### src/rtl/thermo_fc_pkg.sv
`timescale 1ns/1ps
package thermo_fc_pkg;
  localparam int SP_BYTES = 9;
  localparam logic [7:0] CMD_CONVERT = 8'h44;
  localparam logic [7:0] CMD_WRITE   = 8'h4E;
  localparam logic [7:0] CMD_READ    = 8'hBE;
  localparam logic [7:0] CMD_COPY    = 8'h48;
  localparam logic [7:0] CMD_RECALL  = 8'hB8;
  localparam logic [7:0] CMD_POWER   = 8'hB4;

  typedef enum logic [2:0] {
    ST_IDLE, ST_CMD, ST_WRITE, ST_READ, ST_STATUS, ST_PWR
  } fc_state_e;
endpackage

### src/rtl/thermo_crc8.sv
`timescale 1ns/1ps
module thermo_crc8 #(
  parameter int NBYTES = 8
) (
  input  logic [NBYTES*8-1:0] data_i,
  output logic [7:0]          crc_o
);
  localparam int NBITS = NBYTES * 8;

  always_comb begin
    logic [7:0] c;
    logic       fb;
    c = 8'h00;
    for (int i = 0; i < NBITS; i++) begin
      fb = c[0] ^ data_i[i];
      c  = {1'b0, c[7:1]};
      if (fb) c = c ^ 8'h8C;
    end
    crc_o = c;
  end
endmodule

### src/rtl/thermo_nv_store.sv
`timescale 1ns/1ps
module thermo_nv_store #(
  parameter int         LAT     = 20,
  parameter logic [7:0] TH_INIT = 8'h4B,
  parameter logic [7:0] TL_INIT = 8'hF6
) (
  input  logic       clk_i,
  input  logic       rst_ni,
  input  logic       store_i,
  input  logic       load_i,
  input  logic [7:0] th_i,
  input  logic [7:0] tl_i,
  output logic [7:0] th_o,
  output logic [7:0] tl_o,
  output logic       busy_o,
  output logic       load_done_o
);
  localparam int CW = $clog2(LAT + 1);

  logic [CW-1:0] cnt_q;
  logic          op_load_q, done_q;
  logic [7:0]    pend_th_q, pend_tl_q, th_q, tl_q;

  always_ff @(posedge clk_i or negedge rst_ni) begin
    if (!rst_ni) begin
      cnt_q     <= '0;
      op_load_q <= 1'b0;
      done_q    <= 1'b0;
      pend_th_q <= TH_INIT;
      pend_tl_q <= TL_INIT;
      th_q      <= TH_INIT;
      tl_q      <= TL_INIT;
    end else begin
      done_q <= 1'b0;
      if (cnt_q == '0) begin
        if (store_i) begin
          cnt_q     <= CW'(LAT);
          op_load_q <= 1'b0;
          pend_th_q <= th_i;
          pend_tl_q <= tl_i;
        end else if (load_i) begin
          cnt_q     <= CW'(LAT);
          op_load_q <= 1'b1;
        end
      end else begin
        cnt_q <= cnt_q - 1'b1;
        if (cnt_q == CW'(1)) begin
          if (op_load_q) done_q <= 1'b1;
          else begin
            th_q <= pend_th_q;
            tl_q <= pend_tl_q;
          end
        end
      end
    end
  end

  assign th_o        = th_q;
  assign tl_o        = tl_q;
  assign busy_o      = (cnt_q != '0) || done_q;
  assign load_done_o = done_q;
endmodule

### src/rtl/thermo_fc.sv
`timescale 1ns/1ps
module thermo_fc
  import thermo_fc_pkg::*;
#(
  parameter logic [15:0] TEMP_INIT    = 16'h00AA,
  parameter logic [7:0]  CNT_REM_INIT = 8'h0C,
  parameter logic [7:0]  CNT_PER      = 8'h10,
  parameter logic [7:0]  NV_TH_INIT   = 8'h4B,
  parameter logic [7:0]  NV_TL_INIT   = 8'hF6,
  parameter int          NV_LAT       = 20
) (
  input  logic        clk_i,
  input  logic        rst_ni,
  input  logic        bus_reset_i,
  input  logic        wr_slot_i,
  input  logic        wr_bit_i,
  input  logic        rd_slot_i,
  output logic        rd_bit_o,
  input  logic        parasite_i,
  output logic        conv_start_o,
  input  logic        conv_done_i,
  input  logic [15:0] temp_i,
  input  logic [7:0]  remain_i,
  output logic        alarm_o
);
  localparam int SP_BITS   = SP_BYTES * 8;
  localparam int DATA_BITS = SP_BITS - 8;
  localparam int CW        = $clog2(SP_BITS + 1);

  fc_state_e     state_q;
  logic [CW-1:0] cnt_q;
  logic [15:0]   sh_q, temp_q;
  logic [7:0]    remain_q, th_q, tl_q, th_d, tl_d;
  logic          conv_busy_q, alarm_q, kind_nv_q, conv_start_q;

  logic [15:0]          wr_word;
  logic [7:0]           cmd;
  logic                 cmd_hit, wr_commit, alarm_d;
  logic                 nv_store, nv_load, nv_busy, nv_load_done;
  logic [7:0]           nv_th, nv_tl, crc;
  logic [DATA_BITS-1:0] sp;
  logic signed [7:0]    t8;

  assign wr_word   = {wr_bit_i, sh_q[15:1]};
  assign cmd       = wr_word[15:8];
  assign cmd_hit   = (state_q == ST_CMD) && wr_slot_i && !bus_reset_i && (cnt_q == CW'(7));
  assign wr_commit = (state_q == ST_WRITE) && wr_slot_i && !bus_reset_i && (cnt_q == CW'(15));
  assign nv_store  = cmd_hit && (cmd == CMD_COPY);
  assign nv_load   = cmd_hit && (cmd == CMD_RECALL);

  thermo_nv_store #(
    .LAT(NV_LAT), .TH_INIT(NV_TH_INIT), .TL_INIT(NV_TL_INIT)
  ) u_nv (
    .clk_i, .rst_ni,
    .store_i(nv_store), .load_i(nv_load),
    .th_i(th_q), .tl_i(tl_q),
    .th_o(nv_th), .tl_o(nv_tl),
    .busy_o(nv_busy), .load_done_o(nv_load_done)
  );

  assign sp = {CNT_PER, remain_q, 8'hFF, 8'hFF, tl_q, th_q, temp_q};

  thermo_crc8 #(.NBYTES(SP_BYTES - 1)) u_crc (.data_i(sp), .crc_o(crc));

  // write wins over a reload landing in the same cycle
  always_comb begin
    th_d = th_q;
    tl_d = tl_q;
    if (nv_load_done) begin
      th_d = nv_th;
      tl_d = nv_tl;
    end
    if (wr_commit) begin
      th_d = wr_word[7:0];
      tl_d = wr_word[15:8];
    end
  end

  // compare uses the triggers that take effect this cycle
  assign t8      = $signed(temp_i[8:1]);
  assign alarm_d = (t8 <= $signed(tl_d)) || (t8 > $signed(th_d));

  always_ff @(posedge clk_i or negedge rst_ni) begin
    if (!rst_ni) begin
      state_q   <= ST_IDLE;
      cnt_q     <= '0;
      sh_q      <= '0;
      kind_nv_q <= 1'b0;
    end else if (bus_reset_i) begin
      state_q <= ST_CMD;
      cnt_q   <= '0;
    end else begin
      unique case (state_q)
        ST_CMD: if (wr_slot_i) begin
          sh_q  <= wr_word;
          cnt_q <= cnt_q + 1'b1;
          if (cnt_q == CW'(7)) begin
            cnt_q <= '0;
            unique case (cmd)
              CMD_CONVERT: begin state_q <= ST_STATUS; kind_nv_q <= 1'b0; end
              CMD_COPY,
              CMD_RECALL:  begin state_q <= ST_STATUS; kind_nv_q <= 1'b1; end
              CMD_WRITE:   state_q <= ST_WRITE;
              CMD_READ:    state_q <= ST_READ;
              CMD_POWER:   state_q <= ST_PWR;
              default:     state_q <= ST_IDLE;
            endcase
          end
        end
        ST_WRITE: if (wr_slot_i) begin
          sh_q  <= wr_word;
          cnt_q <= cnt_q + 1'b1;
          if (cnt_q == CW'(15)) state_q <= ST_IDLE;
        end
        ST_READ: if (rd_slot_i && cnt_q != CW'(SP_BITS)) cnt_q <= cnt_q + 1'b1;
        default: ;
      endcase
    end
  end

  always_ff @(posedge clk_i or negedge rst_ni) begin
    if (!rst_ni) begin
      temp_q       <= TEMP_INIT;
      remain_q     <= CNT_REM_INIT;
      th_q         <= NV_TH_INIT;
      tl_q         <= NV_TL_INIT;
      conv_busy_q  <= 1'b0;
      alarm_q      <= 1'b0;
      conv_start_q <= 1'b0;
    end else begin
      th_q         <= th_d;
      tl_q         <= tl_d;
      conv_start_q <= cmd_hit && (cmd == CMD_CONVERT) && !conv_busy_q;
      if (conv_done_i) begin
        temp_q      <= temp_i;
        remain_q    <= remain_i;
        alarm_q     <= alarm_d;
        conv_busy_q <= 1'b0;
      end
      if (cmd_hit && (cmd == CMD_CONVERT)) conv_busy_q <= 1'b1;
    end
  end

  always_comb begin
    rd_bit_o = 1'b1;
    unique case (state_q)
      ST_READ:
        if (cnt_q < CW'(DATA_BITS))    rd_bit_o = sp[cnt_q[5:0]];
        else if (cnt_q < CW'(SP_BITS)) rd_bit_o = crc[cnt_q[2:0]];
      ST_STATUS: rd_bit_o = kind_nv_q ? !nv_busy : !conv_busy_q;
      ST_PWR:    rd_bit_o = !parasite_i;
      default:   rd_bit_o = 1'b1;
    endcase
  end

  assign conv_start_o = conv_start_q;
  assign alarm_o      = alarm_q;
endmodule

### config.mk
export PLATFORM = sky130hd
export DESIGN_NAME = thermo_fc
export DESIGN_NICKNAME = d
export VERILOG_FILES = /design/src/rtl/thermo_fc_pkg.sv /design/src/rtl/thermo_crc8.sv /design/src/rtl/thermo_nv_store.sv /design/src/rtl/thermo_fc.sv
export SDC_FILE = /design/constraint.sdc
export NUM_CORES = 1
export LEC_CHECK = 0
export BUFFER_PORTS_ARGS = -buffer_cell sky130_fd_sc_hd__buf_2
export CAP_MARGIN = 20
export CORE_MARGIN = 2
export CORE_UTILIZATION = 56
export CTS_CLUSTER_DIAMETER = 150
export DETAILED_ROUTE_END_ITERATION = 7
export GPL_TIMING_DRIVEN = 0
export PLACE_DENSITY = 0.77
export SLEW_MARGIN = 15
export SYNTH_ARGS = -nofsm -noshare
export SYNTH_HDL_FRONTEND = slang
export SYNTH_SLANG_ARGS = --single-unit
### constraint.sdc
create_clock -name clk_i -period 4.1 [get_ports clk_i]
set_input_delay 0.615 -clock clk_i [delete_from_list [all_inputs] [get_ports clk_i]]
set_output_delay 0.615 -clock clk_i [all_outputs]
set_load 0.05 [all_outputs]
==> impl_metrics.json <==
{
  "drc": 0,
  "h-tree-depth": 3,
  "clockPowerShare_pct": 13.0,
  "cp.required_ns": 3.48,
  "ys_seq_area_share_pct": 40.0,
  "worst_pin_slew_ns": 0.828,
  "final_area_mm2": 0.00770,
  "grt_usage_pct": 24.1,
  "coreArea_mm2": 0.0120,
  "hpwl_um": 11100,
  "antenna_found_initial": 0,
  "cts-root-buf": "clkbuf_16",
  "critPathCaptureType": "output pin",
  "drive_gt1_share_pct": 34.7,
  "hold_class": "input pin to asynchronous set/reset pin",
  "num-fill-cells": 898,
  "nNetsFinal": 655,
  "worstReg2RegEnd": "alarm_o",
  "num_vias": 4377,
  "route.met3.wl_um": 785,
  "die-area_mm2": 0.0132,
  "critPathBufInv": 2,
  "max_cap_violations": 0,
  "synth.most_common_cell": "mux2_2",
  "antenna_cells": 0,
  "layout_min_cycle_time_ns": 4.78,
  "power_frac_seq_pct": 20.0,
  "crit_top_cell": "xnor3_1",
  "seqCellArea_mm2": 0.00275,
  "synth_cells": 560,
  "setup_violations": 1,
  "avgSynthCellArea_um2": 12.3,
  "slew_viol_final": 0,
  "ys.flop_type": "dfrtp_1",
  "critPathArrivalTime_ns": 4.16,
  "grt_max_degree": 71,
  "grt_first_pass_wirelength_um": 23900,
  "drt_iter0_markers": 308,
  "gp_congestion": 0.881,
  "grt_pass1_vias": 4594,
  "slowest_stage": "xnor3_2",
  "p_per_area_mw_per_mm2": 845,
  "synth_commonest_cells": "mux2_2 (74), dfrtp_1 (72), xnor2_1 (46), dfstp_2 (36), nand2_1 (34)",
  "drt-pass1-iter-count": 4,
  "met1Wirelength_um": 6510,
  "switching_share_pct": 34.7,
  "yosys-top-cells-area": "dfrtp_1 (26%), dfstp_2 (14%), mux2_2 (12%)",
  "area_growth_pct": 12.3,
  "routed.top_layer": "met4",
  "synth_cell_types": 54,
  "port_buffers": 32,
  "skew_ns": 0.00483,
  "hold_viol": 0,
  "fmax_ghz": 0.209,
  "wirelength_um": 14700,
  "crit_path_start_kind": "flop",
  "worst_slack_ns": -0.679,
  "crit_type": "flop to output pin",
  "place_ws_ns": -0.334,
  "syn-cell-area_mm2": 0.00686,
  "critPathTopFamily": "XOR/XNOR gates",
  "r2r_slack_ns": 0.25,
  "ir_drop_v": 0.000866,
  "p_leak_uw": 0.00338,
  "cts_tree": "done",
  "num_rows": 40,
  "dp.cells": 740,
  "synth_edf_count": 0,
  "grt.overflow.total": 0,
  "final_cells": 755,
  "yosys_warnings": 0,
  "clk_latency_ns": 0.36,
  "synth_top_cell_area_share_pct": 26.3,
  "cts.hold.buffers_added": 0,
  "cts-buffers-inserted": 9,
  "drt-vias-per-instance": 5.80,
  "intPower_uw": 4250,
  "reg2reg_depth": 20,
  "p_comb_share_pct": 66.9,
  "multi_input_area_mm2": 0.00408,
  "async_reset_ff_share_pct": 100,
  "cts_num_sinks": 108,
  "relSlewSlack_pct": 44.8,
  "yosysTopAreaCell": "dfrtp_1",
  "path_cells": "buf_6 -> xnor3_2 -> xnor3_1 -> xnor2_2 -> xnor3_1 -> xor2_2 -> xor3_2 -> xnor3_1 -> o2bb2ai_1 -> or4_1 -> o211ai_1 -> buf_4",
  "wl_per_cell_um": 19.4,
  "finalCritPeriodShare_pct": 117,
  "rr_startpoint": "cnt_q[4]",
  "dr_wl_met2_um": 7100,
  "status": "complete, but fails checks",
  "syn-num-nets": 612,
  "rsz0062_at_grt": "true",
  "fp.dieH_um": 115,
  "place_area_mm2": 0.00737,
  "initial_core_util_pct": 57.4,
  "io_pins": 35,
  "synth-seq-cells": 108,
  "finalPower_uw": 6510,
  "hold_slack_ns": 0.152,
  "path_clk_slew_ns": 0.07,
  "slowest_delay_ns": 0.48,
  "cp_max_fo": 6,
  "ant_nets": 0,
  "switchingPower_uw": 2260,
  "cts.path.max_buffers": 2,
  "violations": "negative setup slack",
  "die_x_um": 115,
  "post-cts-setup-buffers": 0
}
[per-stage QoR]
step                TNS [ns]  utilization (%)
floorplan             -0.143                -
detailed placement    -0.466             61.6
CTS                   -0.755             64.2
finish                -0.679             64.4
global route          -0.818             64.4
global placement      -0.375             61.4
[flip-flops by register name, summed over array words and instances, names as in the netlist, 3 cells and up]
signal,cells
cnt_q,7
remain_q,8
sh_q,15
state_q,3
temp_q,16
th_q,8
tl_q,8
u_nv.cnt_q,5
u_nv.pend_th_q,8
u_nv.pend_tl_q,8
u_nv.th_o,8
u_nv.tl_o,8
[area by class of cell]
| class | count | area share, % |
|---|---|---|
| Inverter | 23 | 1.12 |
| Tap cell | 147 | 2.39 |
| Buffer | 28 | 1.56 |
| Clock buffer | 9 | 2.92 |
| Multi-Input combinational cell | 400 | 53.0 |
| Timing Repair Buffer | 33 | 2.55 |
| Clock inverter | 7 | 0.763 |
| Sequential cell | 108 | 35.7 |
[worst max path at each step]
stage,startpoint,to,depth (start not counted)
after floorplan,temp_q[4],rd_bit_o,11
after CTS,temp_q[0],rd_bit_o,11
final,temp_q[4],rd_bit_o,12
after detailed placement,temp_q[9],rd_bit_o,11
after global placement,temp_q[9],rd_bit_o,11
after global routing,temp_q[4],rd_bit_o,12
[kinds of logic after synthesis]
| family | Yosys count | synth area share (%) |
|---|---|---|
| multiplexers | 103 | 18.6 |
| XOR/XNOR | 100 | 20.6 |
| AND/OR/NAND/NOR | 108 | 7.90 |
| flip-flops | 108 | 40.0 |
| AO/OA/AOI/OAI | 69 | 6.40 |
| buffers and inverters | 52 | 2.90 |
| adder cells (fa/ha/maj) | 20 | 3.65 |
[power by group through the flow]
stage	clock (uW)	sequential (uW)	combinational, uW
after global placement	0	1310	4270
after global routing	908	1320	4680
final	848	1300	4360
after floorplan	0	1280	3730
after detailed placement	0	1320	4330
after CTS	862	1300	4390
[cell usage in the layout, fill, tap and decap left out, types with 18 or more instances in the layout]
cell type / n
ha_1: 20
clkbuf_1: 18
mux2_2: 74
dfrtp_1: 70
xnor3_1: 23
nor2_1: 24
inv_1: 23
dfstp_2: 36
buf_2: 33
o21ai_0: 19
nand2_1: 34
xnor2_1: 34
[layer usage]
| layer | up-vias | global-route usage [%] |
|---|---|---|
| met2 | 88 | 38.6 |
| met5 | - | 0 |
| li1 | 2064 | - |
| met1 | 2206 | 32.9 |
| met3 | 19 | 5.03 |
| met4 | 0 | 8.67 |
[timing repair]
action,4_1_cts,5_1_grt
pin swaps,2,0
gates resized for setup,4,11
setup endpoints to repair,2,2
Power figures use the tool's default switching activity.
